### src/rtl/seq_pkg.sv
// Shared constants and the phase encoding of the multicycle sequencer.
// Assumes a fixed 16-bit instruction word with the opcode in bits 15:12.
package seq_pkg;
    localparam int OPC_W = 4;
    localparam int OFF_W = 6;

    typedef enum logic [2:0] {
        PH_FADDR = 3'd0,
        PH_FWAIT = 3'd1,
        PH_FIR   = 3'd2,
        PH_DEC   = 3'd3,
        PH_EVAL  = 3'd4,
        PH_OPER  = 3'd5,
        PH_EXEC  = 3'd6,
        PH_STORE = 3'd7
    } phase_t;

    localparam logic [OPC_W-1:0] OPC_ADD = 4'b0001;
    localparam logic [OPC_W-1:0] OPC_LDR = 4'b0110;
    localparam logic [OPC_W-1:0] OPC_JMP = 4'b1100;
endpackage

### src/rtl/seq_regfile.sv
// General register file: two combinational read ports and one write port.
// Assumes writes are qualified by the caller; reset clears every entry.
module seq_regfile #(
    parameter int WIDTH = 16,
    parameter int DEPTH = 8,
    localparam int AW = $clog2(DEPTH)
) (
    input  logic             clk,
    input  logic             rst_n,
    input  logic             wr_en,
    input  logic [AW-1:0]    wr_idx,
    input  logic [WIDTH-1:0] wr_val,
    input  logic [AW-1:0]    rd_idx_a,
    output logic [WIDTH-1:0] rd_val_a,
    input  logic [AW-1:0]    rd_idx_b,
    output logic [WIDTH-1:0] rd_val_b
);
    logic [WIDTH-1:0] regs [DEPTH];

    // One storage process per entry, so each register has its own enable.
    for (genvar g = 0; g < DEPTH; g++) begin : g_reg
        always_ff @(posedge clk) begin
            if (!rst_n)
                regs[g] <= '0;
            else if (wr_en && (wr_idx == AW'(g)))
                regs[g] <= wr_val;
        end
    end

    // Read ports are plain index selects.
    assign rd_val_a = regs[rd_idx_a];
    assign rd_val_b = regs[rd_idx_b];
endmodule

### src/rtl/seq_adder.sv
// Shared adder used both for register add and for effective-address add.
// Assumes the caller selects the second operand; the result wraps.
module seq_adder #(
    parameter int WIDTH = 16
) (
    input  logic [WIDTH-1:0] op_a,
    input  logic [WIDTH-1:0] op_b,
    output logic [WIDTH-1:0] sum
);
    // Modulo-2^WIDTH addition.
    assign sum = op_a + op_b;
endmodule

### src/rtl/seq_ctrl.sv
// Phase sequencer: walks the fetch phases, then branches by opcode and
// skips unused phases. Assumes the opcode input is stable from decode on.
module seq_ctrl #(
    parameter int OPW = 4
) (
    input  logic            clk,
    input  logic            rst_n,
    input  logic            run,
    input  logic [OPW-1:0]  opcode,
    output seq_pkg::phase_t phase
);
    import seq_pkg::*;

    phase_t nxt;

    // Next-phase selection; each instruction class takes its own path.
    always_comb begin
        nxt = phase;
        case (phase)
            PH_FADDR: nxt = PH_FWAIT;
            PH_FWAIT: nxt = PH_FIR;
            PH_FIR:   nxt = PH_DEC;
            PH_DEC: begin
                case (opcode)
                    OPC_ADD: nxt = PH_EXEC;
                    OPC_LDR: nxt = PH_EVAL;
                    OPC_JMP: nxt = PH_STORE;
                    default: nxt = PH_FADDR;
                endcase
            end
            PH_EVAL:  nxt = PH_OPER;
            PH_OPER:  nxt = PH_STORE;
            PH_EXEC:  nxt = PH_STORE;
            PH_STORE: nxt = PH_FADDR;
            default:  nxt = PH_FADDR;
        endcase
    end

    // Phase register; held while run is low.
    always_ff @(posedge clk) begin
        if (!rst_n)
            phase <= PH_FADDR;
        else if (run)
            phase <= nxt;
    end
endmodule

### src/rtl/seq_core.sv
// Multicycle core top: PC, IR, memory address/data registers and a result
// latch, around the register file, shared adder and phase sequencer.
// Assumes mem_rdata returns the word at mem_addr within the same cycle.
module seq_core #(
    parameter int XLEN  = 16,
    parameter int NREGS = 8
) (
    input  logic            clk,
    input  logic            rst_n,
    input  logic            run,
    output logic [XLEN-1:0] mem_addr,
    input  logic [XLEN-1:0] mem_rdata,
    output logic [XLEN-1:0] dbg_pc,
    output logic [XLEN-1:0] dbg_ir,
    output logic [2:0]      dbg_state
);
    import seq_pkg::*;

    localparam int RW = $clog2(NREGS);

    logic [XLEN-1:0] pc_q, ir_q, mar_q, mdr_q, res_q;
    logic [XLEN-1:0] rf_a, rf_b, add_b, add_out, off_ext;
    logic            is_add, is_ldr, is_jmp, rf_we;
    phase_t          phase;

    // Instruction field decode.
    assign is_add  = ir_q[15:12] == OPC_ADD;
    assign is_ldr  = ir_q[15:12] == OPC_LDR;
    assign is_jmp  = ir_q[15:12] == OPC_JMP;
    assign off_ext = {{(XLEN-OFF_W){ir_q[OFF_W-1]}}, ir_q[OFF_W-1:0]};

    // Second adder operand: offset while evaluating address, else register.
    assign add_b = (phase == PH_EVAL) ? off_ext : rf_b;

    // Register write strobe, raised only in the store phase.
    assign rf_we = run && (phase == PH_STORE) && (is_add || is_ldr);

    seq_ctrl #(.OPW(OPC_W)) i_ctrl (
        .clk    (clk),
        .rst_n  (rst_n),
        .run    (run),
        .opcode (ir_q[15:12]),
        .phase  (phase)
    );

    seq_regfile #(.WIDTH(XLEN), .DEPTH(NREGS)) i_rf (
        .clk      (clk),
        .rst_n    (rst_n),
        .wr_en    (rf_we),
        .wr_idx   (ir_q[11:9]),
        .wr_val   (is_ldr ? mdr_q : res_q),
        .rd_idx_a (ir_q[8:6]),
        .rd_val_a (rf_a),
        .rd_idx_b (ir_q[2:0]),
        .rd_val_b (rf_b)
    );

    seq_adder #(.WIDTH(XLEN)) i_add (
        .op_a (rf_a),
        .op_b (add_b),
        .sum  (add_out)
    );

    // Datapath registers, each loaded only in the phase that owns it.
    always_ff @(posedge clk) begin
        if (!rst_n) begin
            pc_q  <= '0;
            ir_q  <= '0;
            mar_q <= '0;
            mdr_q <= '0;
            res_q <= '0;
        end else if (run) begin
            case (phase)
                PH_FADDR: begin
                    mar_q <= pc_q;
                    pc_q  <= pc_q + XLEN'(1);
                end
                PH_FWAIT: mdr_q <= mem_rdata;
                PH_FIR:   ir_q  <= mdr_q;
                PH_EVAL:  mar_q <= add_out;
                PH_OPER:  mdr_q <= mem_rdata;
                PH_EXEC:  res_q <= add_out;
                PH_STORE: if (is_jmp) pc_q <= rf_a;
                default: ;
            endcase
        end
    end

    assign mem_addr  = mar_q;
    assign dbg_pc    = pc_q;
    assign dbg_ir    = ir_q;
    assign dbg_state = phase;
endmodule

### config.mk
export PLATFORM = sky130hd
export DESIGN_NAME = seq_core
export DESIGN_NICKNAME = d
export VERILOG_FILES = /design/src/rtl/seq_pkg.sv /design/src/rtl/seq_regfile.sv /design/src/rtl/seq_adder.sv /design/src/rtl/seq_ctrl.sv /design/src/rtl/seq_core.sv
export SDC_FILE = /design/constraint.sdc
export NUM_CORES = 1
export LEC_CHECK = 0
export ABC_AREA = 1
export ABC_CLOCK_PERIOD_IN_PS = 3020
export BUFFER_PORTS_ARGS = -buffer_cell sky130_fd_sc_hd__buf_2
export CAP_MARGIN = 20
export CORE_ASPECT_RATIO = 1.1
export CORE_MARGIN = 4
export CORE_UTILIZATION = 46
export CTS_CLUSTER_DIAMETER = 40
export CTS_CLUSTER_SIZE = 28
export DETAILED_ROUTE_END_ITERATION = 7
export PLACE_DENSITY = 0.62
export SLEW_MARGIN = 10
export SYNTH_ARGS = -nofsm -noshare
export SYNTH_HDL_FRONTEND = slang
export SYNTH_SLANG_ARGS = --single-unit
### constraint.sdc
create_clock -name clk -period 3.02 [get_ports clk]
set_clock_uncertainty 0.05 [all_clocks]
set_input_delay 0.604 -clock clk [delete_from_list [all_inputs] [get_ports clk]]
set_output_delay 0.604 -clock clk [all_outputs]
set_load 0.01 [all_outputs]
==> impl_metrics.py <==
metrics = {
    "sta": {
        "maxSlewViolCount": 0,
        "period_needed_ns": 2.94,
        "slew_headroom": 0.415,
        "finalCritPeriodShare": 0.973,
        "fin_tns_setup_ns": 0,
        "tightest_slew_ns": 0.872,
        "rsz0062_at_grt": "true",
        "hold_viol": 0,
        "setup_viol": 0,
        "fmax_mhz": 340,
    },
    "critical_path": {
        "worstSetupPathType": "reg -> reg",
        "cp.arrival_ns": 3.37,
        "slowest_delay_ns": 0.37,
        "crit_chain": "buf_12, o21ai_0, nand2_1, o22ai_1, o21ai_0, ha_1, a21oi_1, nand2_1, a21oi_2, o21ai_1, xor2_1, o21ai_0, a21oi_1",
        "cp-end-kind": "register",
        "crit_required_ns": 3.45,
        "cp_common_cell": "o21ai_0",
        "crit_fanout": 22,
        "critPathLaunchType": "register",
        "cp_slowest_cell": "dfxtp_4",
    },
    "logic_synthesis": {
        "avgSynthCellArea_sq_um": 7.97,
        "synth_top_area_frac": 0.327,
        "netlist_instances": 1473,
        "yosysTopAreaCell": "edfxtp_1",
        "syn_area_sq_um": 11700,
        "ys_warn_count": 0,
        "ys_seq_area_frac": 0.479,
        "synth_cell_types": 41,
        "syn_nets": 1509,
        "synth_area_leaders": "edfxtp_1 (33%), dfxtp_1 (15%), o21ai_0 (9.0%), nor2_1 (8.1%), a21oi_1 (6.2%)",
        "ys_ff_latch": 217,
    },
    "flow_run": {
        "maxCapViolCount": 0,
    },
    "drt": {
        "drtIter0Drc": 1032,
        "routed_via_density": 5.67,
        "vias": 10800,
        "detail_route.wl_per_cell_um": 19.7,
        "postRouteAntennaNets": 0,
        "finalWirelength_um": 37500,
        "drc": 0,
        "drtPass1Iterations": 5,
    },
    "final_layout": {
        "seqCellArea_sq_um": 5640,
        "nets": 1605,
        "stdcell_area_sq_um": 14000,
        "drive_gt1_frac": 0.170,
        "multi_input_area_sq_um": 5300,
        "area_delta_synth_final_pct": 19.3,
        "fill_cells": 2330,
        "fin_util": 0.556,
        "diodes": 0,
    },
    "pwr": {
        "leakagePower_nw": 5.67,
        "ir_worst_vdd_uv": 516,
        "p_total_w": 0.00798,
        "power_density_nw_per_um2": 569,
    },
    "die": {
        "initial_utilization": 0.466,
        "dieWidth_um": 160,
        "rows": 61,
        "dieArea_sq_um": 28200,
        "core_sq_um": 25200,
        "io_pins": 70,
        "die_h_um": 176,
    },
    "clocking": {
        "cts.clk_slew.worst_paths_ns": 0.06,
        "hold_buffers": 0,
        "cts_made_buffers": 31,
        "cts_sinks": 217,
        "tritoncts": "yes",
        "cts.path.max_buffers": 3,
        "cts_max_level": 1,
        "clock_latency_ns": 0.55,
        "root_buffer": "clkbuf_16",
    },
    "place": {
        "dpl.hpwl_um": 24900,
        "port_buffers": 69,
        "post_dp_cell_area_sq_um": 12700,
        "gp_congestion": 0.943,
    },
    "global_routing": {
        "grt_max_degree": 80,
        "overflow": 0,
        "grt_usage": 0.254,
        "grt_pass1_vias": 10400,
        "grt_pass1_wl_um": 56800,
        "antenna_found_initial": 0,
    },
    "worst_hold_path": {
        "hold_path.class": "in -> reg",
    },
    "run_status": {
        "status": "complete, no violations",
    },
}
## worst max-delay path, delay by kind of cell, from the launching register on
kind / cells / cell delay, ns
AO/OA/AOI/OAI: 8 / 1.40
XOR/XNOR: 1 / 0.29
adder cells (fa/ha/maj): 1 / 0.37
flip-flops: 1 / 0.37
buffers and inverters: 1 / 0.15
AND/OR/NAND/NOR: 2 / 0.22
## final timing paths
path	from	to	slack [ns]	cells after the start
min	mem_rdata[14]	mdr_q[14]$_SDFFE_PN0P_	0.23	3
min reg2reg	res_q[2]$_SDFFE_PN0P_	res_q[2]$_SDFFE_PN0P_	0.41	2
max	register	mem_addr[9]$_SDFFE_PN0P_	0.08	13
max reg2reg	register	mem_addr[9]$_SDFFE_PN0P_	0.08	13
## logic make-up (layout without fill, tap and decap cells)
logic type,after synthesis,after routing,synth area share
mux,6,6,0.00511
simple gates,543,543,0.199
fa+ha+maj,17,17,0.0188
compound gates,444,444,0.204
xor+xnor,19,19,0.0142
buf+inv,227,347,0.0803
flops,217,217,0.479
## layout by cell type, fill, tap and decap left out, types with 3 or more instances in the layout
master / count
nor2_1: 253
o21ai_0: 201
nand2_1: 190
a21oi_1: 140
inv_1: 131
edfxtp_1: 128
dfxtp_1: 85
buf_2: 69
buf_4: 68
nand3_1: 56
o211ai_1: 39
clkbuf_16: 34
o21ai_1: 27
nor2_2: 12
ha_1: 12
xor2_1: 11
a21oi_2: 10
clkinvlp_4: 10
nand3_4: 8
buf_12: 8
xnor2_1: 7
clkinv_1: 7
nand4_1: 6
mux2i_1: 6
clkinv_4: 6
o21a_1: 5
inv_6: 5
a31oi_1: 4
o21bai_1: 3
inv_2: 3
a31oi_2: 3
o22ai_1: 3
nor3_2: 3
ha_2: 3
dfxtp_4: 3
bufinv_16: 3
## final cells by class
type / instances / area share
clock buffers: 32 / 0.0571
clock inverters: 25 / 0.0182
inverters: 141 / 0.0386
multi-input cells: 1029 / 0.378
flip-flops and latches: 217 / 0.402
well taps: 315 / 0.0281
repair buffers: 149 / 0.0777
## per-layer routing
| metal | share of wire | GRT usage | vias up | wire (um) |
|---|---|---|---|---|
| met3 | 0.065 | 0.0289 | 68 | 2450 |
| li1 | - | - | 5178 | - |
| met1 | 0.42 | 0.341 | 5183 | 15800 |
| met4 | 0.025 | 0.0717 | 0 | 954 |
| met2 | 0.49 | 0.437 | 384 | 18300 |
| met5 | 0 | 0 | - | 0 |
## power breakdown
group          switching [W]  internal [W]  total [W]  leakage [nW]
registers          0.0000747       0.00323    0.00330          2.05
logic               0.000657      0.000372    0.00103          3.13
clock network        0.00144       0.00221    0.00365         0.494
total                0.00217       0.00581    0.00798          5.67
## cells in the mapped netlist (all sizes together)
| cell | n |
|---|---|
| a21o | 2 |
| o22ai | 3 |
| a311oi | 1 |
| nand2 | 194 |
| clkbuf | 59 |
| o211ai | 39 |
| o21ai | 230 |
| nand3 | 66 |
| o21a | 7 |
| dfxtp | 89 |
| ha | 16 |
| a31oi | 7 |
| fa | 1 |
| buf | 27 |
| xor2 | 12 |
| clkinv | 7 |
| xnor2 | 7 |
| o221ai | 1 |
| or2 | 1 |
| nor3 | 5 |
| nor2 | 269 |
| edfxtp | 128 |
| and2 | 1 |
| mux2i | 6 |
| a21oi | 151 |
| nor4 | 1 |
| inv | 134 |
| o21bai | 3 |
| nand4 | 6 |
## flip-flops by register name, summed over array words and instances (netlist names), named ones only
signal / flops
mem_addr: 16
i_rf.regs: 128
i_ctrl.phase: 3
mdr_q: 16
res_q: 16
dbg_pc: 16
dbg_ir: 16
## per-stage QoR
step	hold WS, ns	cells	setup WS, ns
floorplan	0.380	1473	0.180
CTS	0.216	1896	0.0102
detailed placement	0.401	1839	-0.0177
global route	0.240	1908	-0.0213
global placement	0.398	1839	-0.0407
finish	0.234	1908	0.0806
## what timing repair did
item,in CTS,in global routing
setup endpoints to repair,1,19
setup buffers,0,10
pin swaps,0,6
gates resized for setup,1,45
gates cloned,0,2
Power figures use the tool's default switching activity.
